## src/rtl/ss_cds_pkg.sv

```systemverilog
package ss_cds_pkg;
   typedef enum logic [1:0] {
      SMP_SHORT = 2'd0,
      SMP_RESET = 2'd1,
      SMP_LONG  = 2'd2
   } smp_e;

   typedef enum logic [1:0] {
      ST_IDLE   = 2'd0,
      ST_CONV   = 2'd1,
      ST_STREAM = 2'd2
   } st_e;
endpackage

```

## src/rtl/ss_ramp_seq.sv

```systemverilog
// Shared ramp counter, sample-phase sequencing and stream indexing.
module ss_ramp_seq
   import ss_cds_pkg::*;
#(
   parameter int CW   = 10,
   parameter int NCOL = 8,
   localparam int CIW = $clog2(NCOL)
) (
   input  logic           clk,
   input  logic           rst_n,
   input  logic           start,
   output logic           ramp_on,
   output logic [CW-1:0]  cnt,
   output logic [1:0]     sel,
   output logic           ramp_clr,
   output logic           ramp_done,
   output logic           stream_on,
   output logic [CIW-1:0] s_col,
   output logic           s_long,
   output logic           busy
);
   localparam logic [CW-1:0]  MAXC    = '1;
   localparam logic [CIW-1:0] LASTCOL = CIW'(NCOL - 1);

   st_e            st_q;
   logic [CW-1:0]  cnt_q;
   smp_e           sel_q;
   logic [CIW-1:0] col_q;
   logic           long_q;
   logic           last_cnt;

   assign last_cnt = (cnt_q == MAXC);

   always_ff @(posedge clk or negedge rst_n) begin
      if (!rst_n) begin
         st_q   <= ST_IDLE;
         cnt_q  <= '0;
         sel_q  <= SMP_SHORT;
         col_q  <= '0;
         long_q <= 1'b0;
      end else begin
         case (st_q)
            ST_IDLE: begin
               if (start) begin
                  st_q  <= ST_CONV;
                  cnt_q <= '0;
                  sel_q <= SMP_SHORT;
               end
            end
            ST_CONV: begin
               if (last_cnt) begin
                  cnt_q <= '0;
                  if (sel_q == SMP_LONG) begin
                     st_q   <= ST_STREAM;
                     col_q  <= '0;
                     long_q <= 1'b0;
                  end else begin
                     sel_q <= smp_e'(sel_q + 2'd1);
                  end
               end else begin
                  cnt_q <= cnt_q + 1'b1;
               end
            end
            ST_STREAM: begin
               if (col_q == LASTCOL) begin
                  col_q <= '0;
                  if (long_q) begin
                     st_q   <= ST_IDLE;
                     long_q <= 1'b0;
                  end else begin
                     long_q <= 1'b1;
                  end
               end else begin
                  col_q <= col_q + 1'b1;
               end
            end
            default: st_q <= ST_IDLE;
         endcase
      end
   end

   assign ramp_on   = (st_q == ST_CONV);
   assign cnt       = cnt_q;
   assign sel       = sel_q;
   assign ramp_done = (st_q == ST_CONV) && last_cnt;
   assign ramp_clr  = ((st_q == ST_IDLE) && start) ||
                      ((st_q == ST_CONV) && last_cnt && (sel_q != SMP_LONG));
   assign stream_on = (st_q == ST_STREAM);
   assign s_col     = col_q;
   assign s_long    = long_q;
   assign busy      = (st_q != ST_IDLE);

   // counter advances by one inside a ramp, phase held
   assert_cnt_step_R2: assert property (@(posedge clk) disable iff (!rst_n)
      (ramp_on && cnt != MAXC) |=> (ramp_on && cnt == $past(cnt) + 1'b1 && sel == $past(sel)));

   // after a non-final ramp the next phase starts at zero
   assert_phase_order_R3: assert property (@(posedge clk) disable iff (!rst_n)
      (ramp_on && cnt == MAXC && sel != SMP_LONG) |=> (ramp_on && cnt == '0 && sel == $past(sel) + 2'd1));

   // column index steps within a pass
   assert_stream_step_R7: assert property (@(posedge clk) disable iff (!rst_n)
      (stream_on && s_col != LASTCOL) |=> (stream_on && s_col == $past(s_col) + 1'b1 && s_long == $past(s_long)));

   // short pass hands over to long pass at column 0
   assert_pass_switch_R7: assert property (@(posedge clk) disable iff (!rst_n)
      (stream_on && s_col == LASTCOL && !s_long) |=> (stream_on && s_col == '0 && s_long));

   // block is idle right after the final word
   assert_idle_after_R9: assert property (@(posedge clk) disable iff (!rst_n)
      (stream_on && s_col == LASTCOL && s_long) |=> (!busy && !ramp_on));
endmodule

```

## src/rtl/ss_col_capture.sv

```systemverilog
// Per-column first-rising-edge counter latch.
module ss_col_capture #(
   parameter int CW = 10
) (
   input  logic          clk,
   input  logic          rst_n,
   input  logic          clr,
   input  logic          en,
   input  logic          cmp,
   input  logic [CW-1:0] cnt,
   output logic [CW-1:0] code
);
   localparam logic [CW-1:0] MAXC = '1;

   logic          prev_q;
   logic          got_q;
   logic [CW-1:0] lat_q;

   always_ff @(posedge clk or negedge rst_n) begin
      if (!rst_n) begin
         prev_q <= 1'b0;
         got_q  <= 1'b0;
         lat_q  <= '0;
      end else if (clr) begin
         prev_q <= 1'b0;
         got_q  <= 1'b0;
         lat_q  <= '0;
      end else if (en) begin
         prev_q <= cmp;
         if (!got_q && cmp && !prev_q) begin
            got_q <= 1'b1;
            lat_q <= cnt;
         end
      end
   end

   // no edge in the ramp means full-scale code
   assign code = got_q ? lat_q : MAXC;

   // a taken code stays frozen for the rest of the ramp
   assert_first_edge_hold_R4: assert property (@(posedge clk) disable iff (!rst_n)
      (en && got_q && !clr) |=> (got_q && lat_q == $past(lat_q)));
endmodule

```

## src/rtl/ss_cds_clamp_sub.sv

```systemverilog
// Reference minus sample, floored at zero.
module ss_cds_clamp_sub #(
   parameter int CW = 10
) (
   input  logic [CW-1:0] ref_code,
   input  logic [CW-1:0] smp_code,
   output logic [CW-1:0] diff
);
   always_comb begin
      if (ref_code >= smp_code) diff = ref_code - smp_code;
      else                      diff = '0;
   end
endmodule

```

## src/rtl/ss_group_bank.sv

```systemverilog
// Short/reset/long banks for one column group plus its CDS read path.
module ss_group_bank
   import ss_cds_pkg::*;
#(
   parameter int CW   = 10,
   parameter int HALF = 4,
   localparam int HIW = (HALF > 1) ? $clog2(HALF) : 1
) (
   input  logic               clk,
   input  logic               rst_n,
   input  logic               wr_en,
   input  logic [1:0]         wr_sel,
   input  logic [HALF*CW-1:0] wr_codes,
   input  logic [HIW-1:0]     rd_idx,
   input  logic               rd_long,
   output logic [CW-1:0]      rd_data
);
   logic [CW-1:0] bk_s [HALF];
   logic [CW-1:0] bk_r [HALF];
   logic [CW-1:0] bk_l [HALF];
   logic [CW-1:0] d_short, d_long;

   always_ff @(posedge clk or negedge rst_n) begin
      if (!rst_n) begin
         for (int k = 0; k < HALF; k++) begin
            bk_s[k] <= '0;
            bk_r[k] <= '0;
            bk_l[k] <= '0;
         end
      end else if (wr_en) begin
         for (int k = 0; k < HALF; k++) begin
            case (smp_e'(wr_sel))
               SMP_SHORT: bk_s[k] <= wr_codes[k*CW +: CW];
               SMP_RESET: bk_r[k] <= wr_codes[k*CW +: CW];
               SMP_LONG:  bk_l[k] <= wr_codes[k*CW +: CW];
               default: ;
            endcase
         end
      end
   end

   ss_cds_clamp_sub #(.CW(CW)) u_sub_short (
      .ref_code(bk_r[rd_idx]), .smp_code(bk_s[rd_idx]), .diff(d_short));
   ss_cds_clamp_sub #(.CW(CW)) u_sub_long (
      .ref_code(bk_r[rd_idx]), .smp_code(bk_l[rd_idx]), .diff(d_long));

   assign rd_data = rd_long ? d_long : d_short;
endmodule

```

## src/rtl/ss_cds_backend.sv

```systemverilog
// Column single-slope back end: capture, three banks, dual CDS, even/odd merge.
module ss_cds_backend
   import ss_cds_pkg::*;
#(
   parameter int CW   = 10,
   parameter int NCOL = 8,
   localparam int CIW  = $clog2(NCOL),
   localparam int HALF = NCOL / 2,
   localparam int HIW  = (HALF > 1) ? $clog2(HALF) : 1
) (
   input  logic            clk,
   input  logic            rst_n,
   input  logic            row_start,
   input  logic [NCOL-1:0] cmp_in,
   output logic            busy,
   output logic            ramp_on,
   output logic [CW-1:0]   ramp_cnt,
   output logic [1:0]      ramp_sel,
   output logic            out_valid,
   output logic            out_long,
   output logic [CIW-1:0]  out_col,
   output logic [CW-1:0]   out_data
);
   localparam logic [CW-1:0] MAXC = '1;

   generate
      if (NCOL < 4 || (NCOL % 2) != 0) begin : g_bad_ncol
         $error("NCOL must be even and at least 4");
      end
      if (CW < 2) begin : g_bad_cw
         $error("CW must be at least 2");
      end
   endgenerate

   logic           ramp_clr, ramp_done, stream_on, s_long;
   logic [CIW-1:0] s_col;
   logic [CW-1:0]  code [NCOL];
   logic [CW-1:0]  grp_data [2];

   ss_ramp_seq #(.CW(CW), .NCOL(NCOL)) u_seq (
      .clk(clk), .rst_n(rst_n), .start(row_start),
      .ramp_on(ramp_on), .cnt(ramp_cnt), .sel(ramp_sel),
      .ramp_clr(ramp_clr), .ramp_done(ramp_done),
      .stream_on(stream_on), .s_col(s_col), .s_long(s_long), .busy(busy));

   generate
      for (genvar c = 0; c < NCOL; c++) begin : g_col
         ss_col_capture #(.CW(CW)) u_cap (
            .clk(clk), .rst_n(rst_n), .clr(ramp_clr), .en(ramp_on),
            .cmp(cmp_in[c]), .cnt(ramp_cnt), .code(code[c]));
      end

      for (genvar g = 0; g < 2; g++) begin : g_grp
         logic [HALF*CW-1:0] flat;
         for (genvar k = 0; k < HALF; k++) begin : g_pack
            assign flat[k*CW +: CW] = code[2*k + g];
         end
         ss_group_bank #(.CW(CW), .HALF(HALF)) u_bank (
            .clk(clk), .rst_n(rst_n), .wr_en(ramp_done), .wr_sel(ramp_sel),
            .wr_codes(flat), .rd_idx(s_col[CIW-1:1]), .rd_long(s_long),
            .rd_data(grp_data[g]));
      end
   endgenerate

   assign out_valid = stream_on;
   assign out_long  = s_long;
   assign out_col   = s_col;
   assign out_data  = grp_data[s_col[0]];

   // stream begins right after the long ramp, at column 0 short pass
   assert_stream_start_R3: assert property (@(posedge clk) disable iff (!rst_n)
      (ramp_on && ramp_cnt == MAXC && ramp_sel == 2'd2) |=> (out_valid && out_col == '0 && !out_long));
endmodule

```

## config.mk

```make
export PLATFORM = sky130hd
export DESIGN_NAME = ss_cds_backend
export DESIGN_NICKNAME = d
export VERILOG_FILES = /design/src/rtl/ss_cds_pkg.sv /design/src/rtl/ss_ramp_seq.sv /design/src/rtl/ss_col_capture.sv /design/src/rtl/ss_cds_clamp_sub.sv /design/src/rtl/ss_group_bank.sv /design/src/rtl/ss_cds_backend.sv
export SDC_FILE = /design/constraint.sdc
export NUM_CORES = 1
export LEC_CHECK = 0
export ABC_AREA = 1
export CORE_ASPECT_RATIO = 0.5
export CORE_MARGIN = 2
export CORE_UTILIZATION = 55
export CTS_CLUSTER_DIAMETER = 100
export DETAILED_ROUTE_END_ITERATION = 12
export DONT_BUFFER_PORTS = 1
export GPL_TIMING_DRIVEN = 0
export PLACE_DENSITY = 0.73
export SLEW_MARGIN = 20
export SYNTH_ARGS = -nofsm -noshare
export SYNTH_HDL_FRONTEND = slang
export SYNTH_SLANG_ARGS = --single-unit
```

## constraint.sdc

```tcl
create_clock -name clk -period 4.3 [get_ports clk]
set_input_delay 1.29 -clock clk [delete_from_list [all_inputs] [get_ports clk]]
set_output_delay 1.29 -clock clk [all_outputs]
set_load 0.02 [all_outputs]
```

==> flow_summary.yaml, run 1 <==
sta:
  finalHoldViolations: 0
  setup_viol: 10
  finalClockSkew_ps: 13.0
  fin_setup_tns_ps: -3730
  maxSlewViolCount: 0
  fmax_mhz: 213
  fin_ws_ps: -401
  max-slew-margin-rel_pct: 21.7
  worstMarginPinSlew_ps: 1170
  finalCriticalPeriod_ps: 4700
  finalCritPeriodShare_pct: 109
  rsz0062_at_grt: "yes"
pwr:
  switching_share_pct: 37.5
  peakVddDrop_mv: 0.465
  p_leak_nw: 10.3
  pwr-share-comb_pct: 25.1
  p_switching_w: 0.00361
  clkPwrFrac_pct: 32.4
  pwr-share-seq_pct: 42.6
  internal-power_w: 0.00603
  p_per_area_nw_per_um2: 445
worst_setup_path:
  r2r_cells: 10
  cp-end-kind: "output pin"
  r2r_start: "u_seq.cnt[0]$_DFFE_PN0P_"
  critPathKind: "reg -> out"
  path_max_fanout: 8
  required_ps: 3010
  crit_arrival_ps: 3410
  regToRegSetupSlack_ps: 1880
  setup.worst_path.start_class: "flop"
  r2r-end: "g_grp[0].u_bank.bk_s[16]$_DFFE_PN0P_"
clock_network:
  clk_latency_ps: 540
  cts.clk_slew.worst_paths_ps: 60
  clockRootBuffer: "clkbuf_16"
  cts_max_level: 2
  cts_buffer_depth: 3
  cts_tree: "built"
  cts_buffers: 35
  cts_num_sinks: 354
grt:
  grt_antenna_before_repair: 3
  globalRoute.totalOverflow: 0
  grt_pass1_wl_um: 94800
  grt_max_degree: 355
  grt_pass1_vias: 15700
  grtUsageTotal_pct: 36.7
drt:
  drc: 0
  wl_per_cell_um: 23.0
  drt_iter0_drc: 2314
  ant_nets: 0
  firstDrtPassIters: 7
  routed_wl_um: 63400
  dr_total_vias: 16800
  viasPerCell: 6.10
finish:
  drive_above_1_share_pct: 17.2
  final_area_um2: 21700
  synthToLayoutAreaGrowth_pct: 19.4
  stdcell_count: 2753
  layout.nets: 2357
placement:
  portBuffers: 0
  place_congestion: 0.974
  post-dp-hpwl_um: 44900
  placed_area_um2: 18700
  dp_cells: 2657
synth:
  synthMuxAreaShare_pct: 0
  syn_inst: 2225
  synthAdderAreaFrac_pct: 3.61
  yosys.area.top_type: "dfrtp_1"
  synth_top_flop_cell: "dfrtp_1"
  synth_top_family_by_area: "simple AND/OR/NAND/NOR gates"
  yosys.area_share.simple_pct: 24.7
  yosysUniqueCellTypes: 38
  avgSynthCellArea_um2: 8.15
  synth_compound_area_share_pct: 14.6
  yosysMostFrequentCell: "nand2_1"
  yosys.area.top_type_share_pct: 48.8
  yosysSeqAreaShare_pct: 48.8
  synthTopCellsByArea: "dfrtp_1 (49%), nand2_1 (14%), o21ai_0 (6.5%), nand3_1 (5.4%), nor2_1 (3.7%)"
  async_flop_share_pct: 100
  synth_nets: 2286
  synth_xor_area_share_pct: 0.917
  synth-seq-cells: 354
  yosysWarnings: 0
  synth_common_cells: "nand2_1 (663), dfrtp_1 (354), o21ai_0 (237)"
  netlist_area_um2: 18100
  synth_edf_count: 0
floorplan:
  placementRows: 46
  initial_core_util_pct: 56.6
  io_pins: 40
  die_w_um: 261
  dieHeight_um: 132
  coreArea_um2: 32100
  dieArea_um2: 34500
status:
  violations: "setup timing"
  status: "complete, but fails checks"
run:
  maxCapViolCount: 0
min_path:
  worstHoldPathType: "in -> async"
[area by class of cell]
type / count / area [µm²]
Timing Repair Buffer: 33 / 319
Antenna cell: 1 / 2.50
Clock inverter: 9 / 97.6
Multi-Input combinational cell: 1612 / 9150
Buffer: 148 / 1220
Fill cell: 2596 / 10400
Tap cell: 432 / 541
Inverter: 112 / 435
Sequential cell: 354 / 8860
Clock buffer: 52 / 1030
[state kept, by name (all words and copies together), names as in the netlist]
name / count
g_grp.u_bank.bk_r: 80
u_seq.s_col: 3
u_seq.cnt: 10
g_col.u_cap.prev_q: 8
g_col.u_cap.got_q: 8
u_seq.sel: 2
g_grp.u_bank.bk_l: 80
u_seq.s_long: 1
g_col.u_cap.lat_q: 80
u_seq.st_q: 2
g_grp.u_bank.bk_s: 80
[stage by stage]
step	power, W	hold WS [ps]	setup slack [ps]	util [%]
finish	0.00963	453	-401	67.6
global route	0.00995	444	-534	67.6
CTS	0.00945	447	-422	66.0
detailed placement	0.00637	468	-1120	58.3
global placement	0.00633	462	-1070	58.3
floorplan	0.00529	448	0.582	-
[metal layers]
layer,vias to the layer above,GRT usage [%],share of wire (%)
li1,7540,-,-
met1,8177,54.2,43
met2,980,47.7,39
met3,102,18.9,16
met4,0,6.89,1.7
met5,-,0,0
[power groups by stage]
stage / Combinational [W] / Sequential [W] / Clock, W
after floorplan: 0.00122 / 0.00407 / 0
after global placement: 0.00219 / 0.00413 / 0
after detailed placement: 0.00222 / 0.00415 / 0
after CTS: 0.00225 / 0.00409 / 0.00311
after global routing: 0.00256 / 0.00415 / 0.00325
final: 0.00241 / 0.00410 / 0.00312
[logic make-up (layout without fill, tap and decap cells)]
logic type,count (synthesis),in the layout
buffers and inverters,260,354
xor gates and xnor gates,19,19
DFF,354,354
adders and majority gates,50,50
other,0,1
and+or+nand+nor,1083,1083
AOI/OAI and AO/OA,459,460
[worst max-delay path, stage by stage, from the launching register on]
cell and delay [ps]:
dfrtp_4 600, inv_6 120, clkbuf_16 170, clkbuf_16 140, nand2_4 30, a32o_2 310, ha_4 190, fa_2 390
inv_2 70, nand2_2 60, nand3_4 70, nand2_4 70, a21oi_4 240, nand3_2 140, nand2_2 90, nand2_2 60
nand2_4 120
[worst max path at each step]
stage                                           from          end  slack, ps  depth (start not counted)
final                     u_seq.s_col[1]$_DFFE_PN0P_  out_data[8]       -400                         16
after global routing      u_seq.s_col[1]$_DFFE_PN0P_  out_data[3]       -530                         19
after CTS                 u_seq.s_col[1]$_DFFE_PN0P_  out_data[4]       -420                         16
after detailed placement  u_seq.s_col[1]$_DFFE_PN0P_  out_data[4]      -1120                         15
after global placement    u_seq.s_col[1]$_DFFE_PN0P_  out_data[4]      -1070                         15
after floorplan           u_seq.s_col[1]$_DFFE_PN0P_  out_data[9]        0.6                         15
[layout by cell type, fill, tap and decap left out, types with 5 or more instances in the layout]
| cell type | netlist | layout |
|---|---|---|
| nand3_1 | 197 | 186 |
| buf_1 | 10 | 7 |
| or2_2 | 6 | 6 |
| o21ai_0 | 237 | 193 |
| nor2_4 | 3 | 11 |
| nand3_2 | 1 | 11 |
| nand2_2 | 0 | 30 |
| clkinv_2 | 0 | 6 |
| o21ai_1 | 63 | 87 |
| clkbuf_16 | 0 | 44 |
| a32o_1 | 35 | 28 |
| xnor2_1 | 6 | 6 |
| buf_4 | 0 | 27 |
| o21bai_1 | 8 | 5 |
| a21oi_1 | 57 | 48 |
| a32o_2 | 0 | 7 |
| inv_2 | 3 | 6 |
| nor2_1 | 181 | 156 |
| nor2_2 | 0 | 17 |
| clkbuf_2 | 0 | 6 |
| ha_4 | 0 | 33 |
| clkbuf_8 | 0 | 13 |
| buf_2 | 9 | 12 |
| xor2_1 | 13 | 13 |
| nand4_1 | 17 | 17 |
| dfrtp_1 | 354 | 352 |
| inv_1 | 109 | 103 |
| o22ai_2 | 0 | 8 |
| buf_6 | 46 | 50 |
| nand2_1 | 663 | 627 |
| clkbuf_4 | 0 | 9 |
| clkbuf_1 | 83 | 58 |
| ha_1 | 46 | 13 |
| o21ai_2 | 19 | 36 |
| a21oi_2 | 1 | 8 |
| o22ai_4 | 0 | 12 |
| nand3b_1 | 8 | 8 |
| nand2_4 | 4 | 10 |
[repair_timing]
item,in CTS,in global routing
setup endpoints to repair,10,10
gates resized for setup,267,117
gates cloned,3,0
pin swaps,40,45
hold buffers,0,0
setup buffers,16,15
No activity file was read; power rests on OpenSTA's default activity.
==> inputs of run 2 (changes only) <==
--- a/config.mk
+++ b/config.mk
@@ -14,6 +14,7 @@
 export DONT_BUFFER_PORTS = 1
 export GPL_TIMING_DRIVEN = 0
 export PLACE_DENSITY = 0.73
+export SKIP_CTS_REPAIR_TIMING = 1
 export SLEW_MARGIN = 20
 export SYNTH_ARGS = -nofsm -noshare
 export SYNTH_HDL_FRONTEND = slang
==> run 2 against run 1 <==
  * The flow still finishes with violations (setup timing)
  * Clock skew barely moved
  * Register-to-register slack is essentially flat
  * Cell count is 0.36% lower
  * Utilization fell by 0.50 points
  * Clock-buffer cell count unchanged
  * Sequential cell count unchanged
  * Routed wire length is 0.59% lower
  * First-iteration DRC count up 9.0%
  * Global-route usage down 1.2 points
  * Sequential share of layout area grew 0.31 points
  * Largest cell class unchanged
  * Largest power group unchanged
==> flow_summary.yaml, run 2 (synthesis results as in run 1) <==
status:
  status: "complete, but fails checks"
  violations: "setup timing"
sta:
  fin_ws_ps: -452
  worstMarginPinSlew_ps: 820
  rsz0062_at_grt: "yes"
  finalCritPeriodShare_pct: 111
  maxSlewViolCount: 0
  finalCriticalPeriod_ps: 4750
  fmax_mhz: 210
  hold_ws_ps: 443
  finalHoldViolations: 0
  finalClockSkew_ps: 13.2
  setup_viol: 10
  max-slew-margin-rel_pct: 45.1
pwr:
  clkPwrFrac_pct: 32.5
  p_switching_w: 0.00363
  pwr-share-comb_pct: 25.0
  pwr-share-seq_pct: 42.5
  p_leak_nw: 10.2
  switching_share_pct: 37.6
  internal-power_w: 0.00602
  peakVddDrop_mv: 0.466
  p_per_area_nw_per_um2: 449
finish:
  drive_above_1_share_pct: 15.9
  regArea_um2: 8870
  layout.nets: 2347
  layout_common_cells: "nand2_1 (641), dfrtp_1 (352), o21ai_0 (195)"
  fillers: 2629
  synthToLayoutAreaGrowth_pct: 18.6
  layout_commonest_cell: "nand2_1"
  multiInputGateArea_um2: 9110
  final_area_um2: 21500
worst_setup_path:
  cp-end-kind: "output pin"
  setup.worst_path.start_class: "flop"
  path_max_fanout: 10
  cpPeakStageDelay_ps: 600
  cp_slowest_cell: "dfrtp_4"
  crit_buf_inv: 2
  critPathKind: "reg -> out"
  required_ps: 3010
  path_cells: "clkbuf_2 > o21ai_1 > o22ai_2 > ha_4 > fa_2 > inv_2 > nand2_2 > nand3_4 > nand2_4 > a21oi_4 > nand3_2 > nand2_2 > nand2_1 > nand2_2"
  cp_top_family: "compound AO/OA/AOI/OAI gates"
  cp_common_cell: "nand2_2"
  crit_arrival_ps: 3460
run:
  maxCapViolCount: 0
drt:
  ant_nets: 0
  firstDrtPassIters: 8
  drc: 0
  routed_wl_um: 63000
  viasPerCell: 6.07
  drt_iter0_drc: 2523
  dr_total_vias: 16600
  wl_per_cell_um: 23.0
floorplan:
  initial_core_util_pct: 56.6
  dieHeight_um: 132
  placementRows: 46
  dieArea_um2: 34500
  die_w_um: 261
  coreArea_um2: 32100
  io_pins: 40
grt:
  grtUsageTotal_pct: 35.5
  globalRoute.totalOverflow: 0
  grt_pass1_vias: 15000
  grt_max_degree: 355
  grt_antenna_before_repair: 3
  grt_pass1_wl_um: 91500
clock_network:
  cts_buffers: 35
  cts_tree: "built"
  cts_num_sinks: 354
  clk_latency_ps: 550
  cts_max_level: 2
  clockRootBuffer: "clkbuf_16"
  cts.clk_slew.worst_paths_ps: 60
  cts_buffer_depth: 3
placement:
  placed_area_um2: 18700
  post-dp-hpwl_um: 44900
  portBuffers: 0
  place_congestion: 0.974
min_path:
  worstHoldPathType: "in -> async"
run 2: changes by cell type in the layout (fill, tap and decap cells not counted), moves of 5 or more:
cell,change
buf_4,-8
nand2_1,+14
clkbuf_16,-6
nor2_1,-5
buf_12,+6
clkbuf_8,-8
nand2_2,-10
o21ai_2,-5
nor2_2,+7
run 2: layout make-up:
type / instances / area share (%)
Clock buffer: 52 / 4.80
Antenna cell: 1 / 0.0116
Sequential cell: 354 / 41.2
Inverter: 112 / 2.02
Clock inverter: 9 / 0.454
Timing Repair Buffer: 22 / 1.43
Timing Repair inverter: 1 / 0.0233
Buffer: 148 / 5.13
Multi-Input combinational cell: 1612 / 42.4
Tap cell: 432 / 2.51
run 2: metal layers:
| layer | up-vias | part of all wire, % | track usage, % |
|---|---|---|---|
| met5 | - | 0 | 0 |
| met4 | 0 | 1.5 | 5.65 |
| met3 | 91 | 16 | 16.9 |
| met2 | 965 | 39 | 45.3 |
| met1 | 8067 | 44 | 54.6 |
| li1 | 7519 | - | - |
run 2: metrics by stage:
step	total power, W	instances	utilization [%]	setup WS, ps	setup TNS (ps)
final	0.00965	2743	67.1	-452	-4150
after global routing	0.00996	2743	67.1	-570	-5320
after CTS	0.00943	2718	61.8	-1690	-16320
after detailed placement	0.00637	2657	58.3	-1120	-10630
after global placement	0.00633	2657	58.3	-1070	-10280
after floorplan	0.00529	2225	-	0.582	0
run 2: path summary, 6_finish.rpt:
kind | startpoint | end | slack (ps) | depth (start not counted)
setup reg to reg | u_seq.cnt[0]$_DFFE_PN0P_ | g_grp[1].u_bank.bk_s[23]$_DFFE_PN0P_ | 1870 | 10
hold reg to reg | g_grp[1].u_bank.bk_s[33]$_DFFE_PN0P_ | g_grp[1].u_bank.bk_s[33]$_DFFE_PN0P_ | 480 | 2
hold / removal | rst_n | u_seq.cnt[5]$_DFFE_PN0P_ | 440 | 0
setup / recovery | u_seq.s_col[1]$_DFFE_PN0P_ | out_data[4] | -450 | 14
min in group clk | g_grp[1].u_bank.bk_s[33]$_DFFE_PN0P_ | g_grp[1].u_bank.bk_s[33]$_DFFE_PN0P_ | 480 | 2
max in group asynchronous | rst_n | u_seq.s_col[1]$_DFFE_PN0P_ | 3320 | 0
run 2: power by group through the flow:
| stage | registers [W] | logic (W) | clock network [W] |
|---|---|---|---|
| after floorplan | 0.00407 | 0.00122 | 0 |
| after global placement | 0.00413 | 0.00219 | 0 |
| after detailed placement | 0.00415 | 0.00222 | 0 |
| after CTS | 0.00409 | 0.00223 | 0.00311 |
| after global routing | 0.00414 | 0.00256 | 0.00325 |
| final | 0.00410 | 0.00242 | 0.00313 |
run 2: worst register-to-register path, cell delays in order, from the launching register on:
cell and delay (ps):
dfrtp_1 500, ha_1 210, nand2_1 130, nor2_4 150, nand3_2 80, inv_2 110, nand4_4 120, nor2_4 220
nand2_4 140, clkbuf_1 400, o21ai_0 280
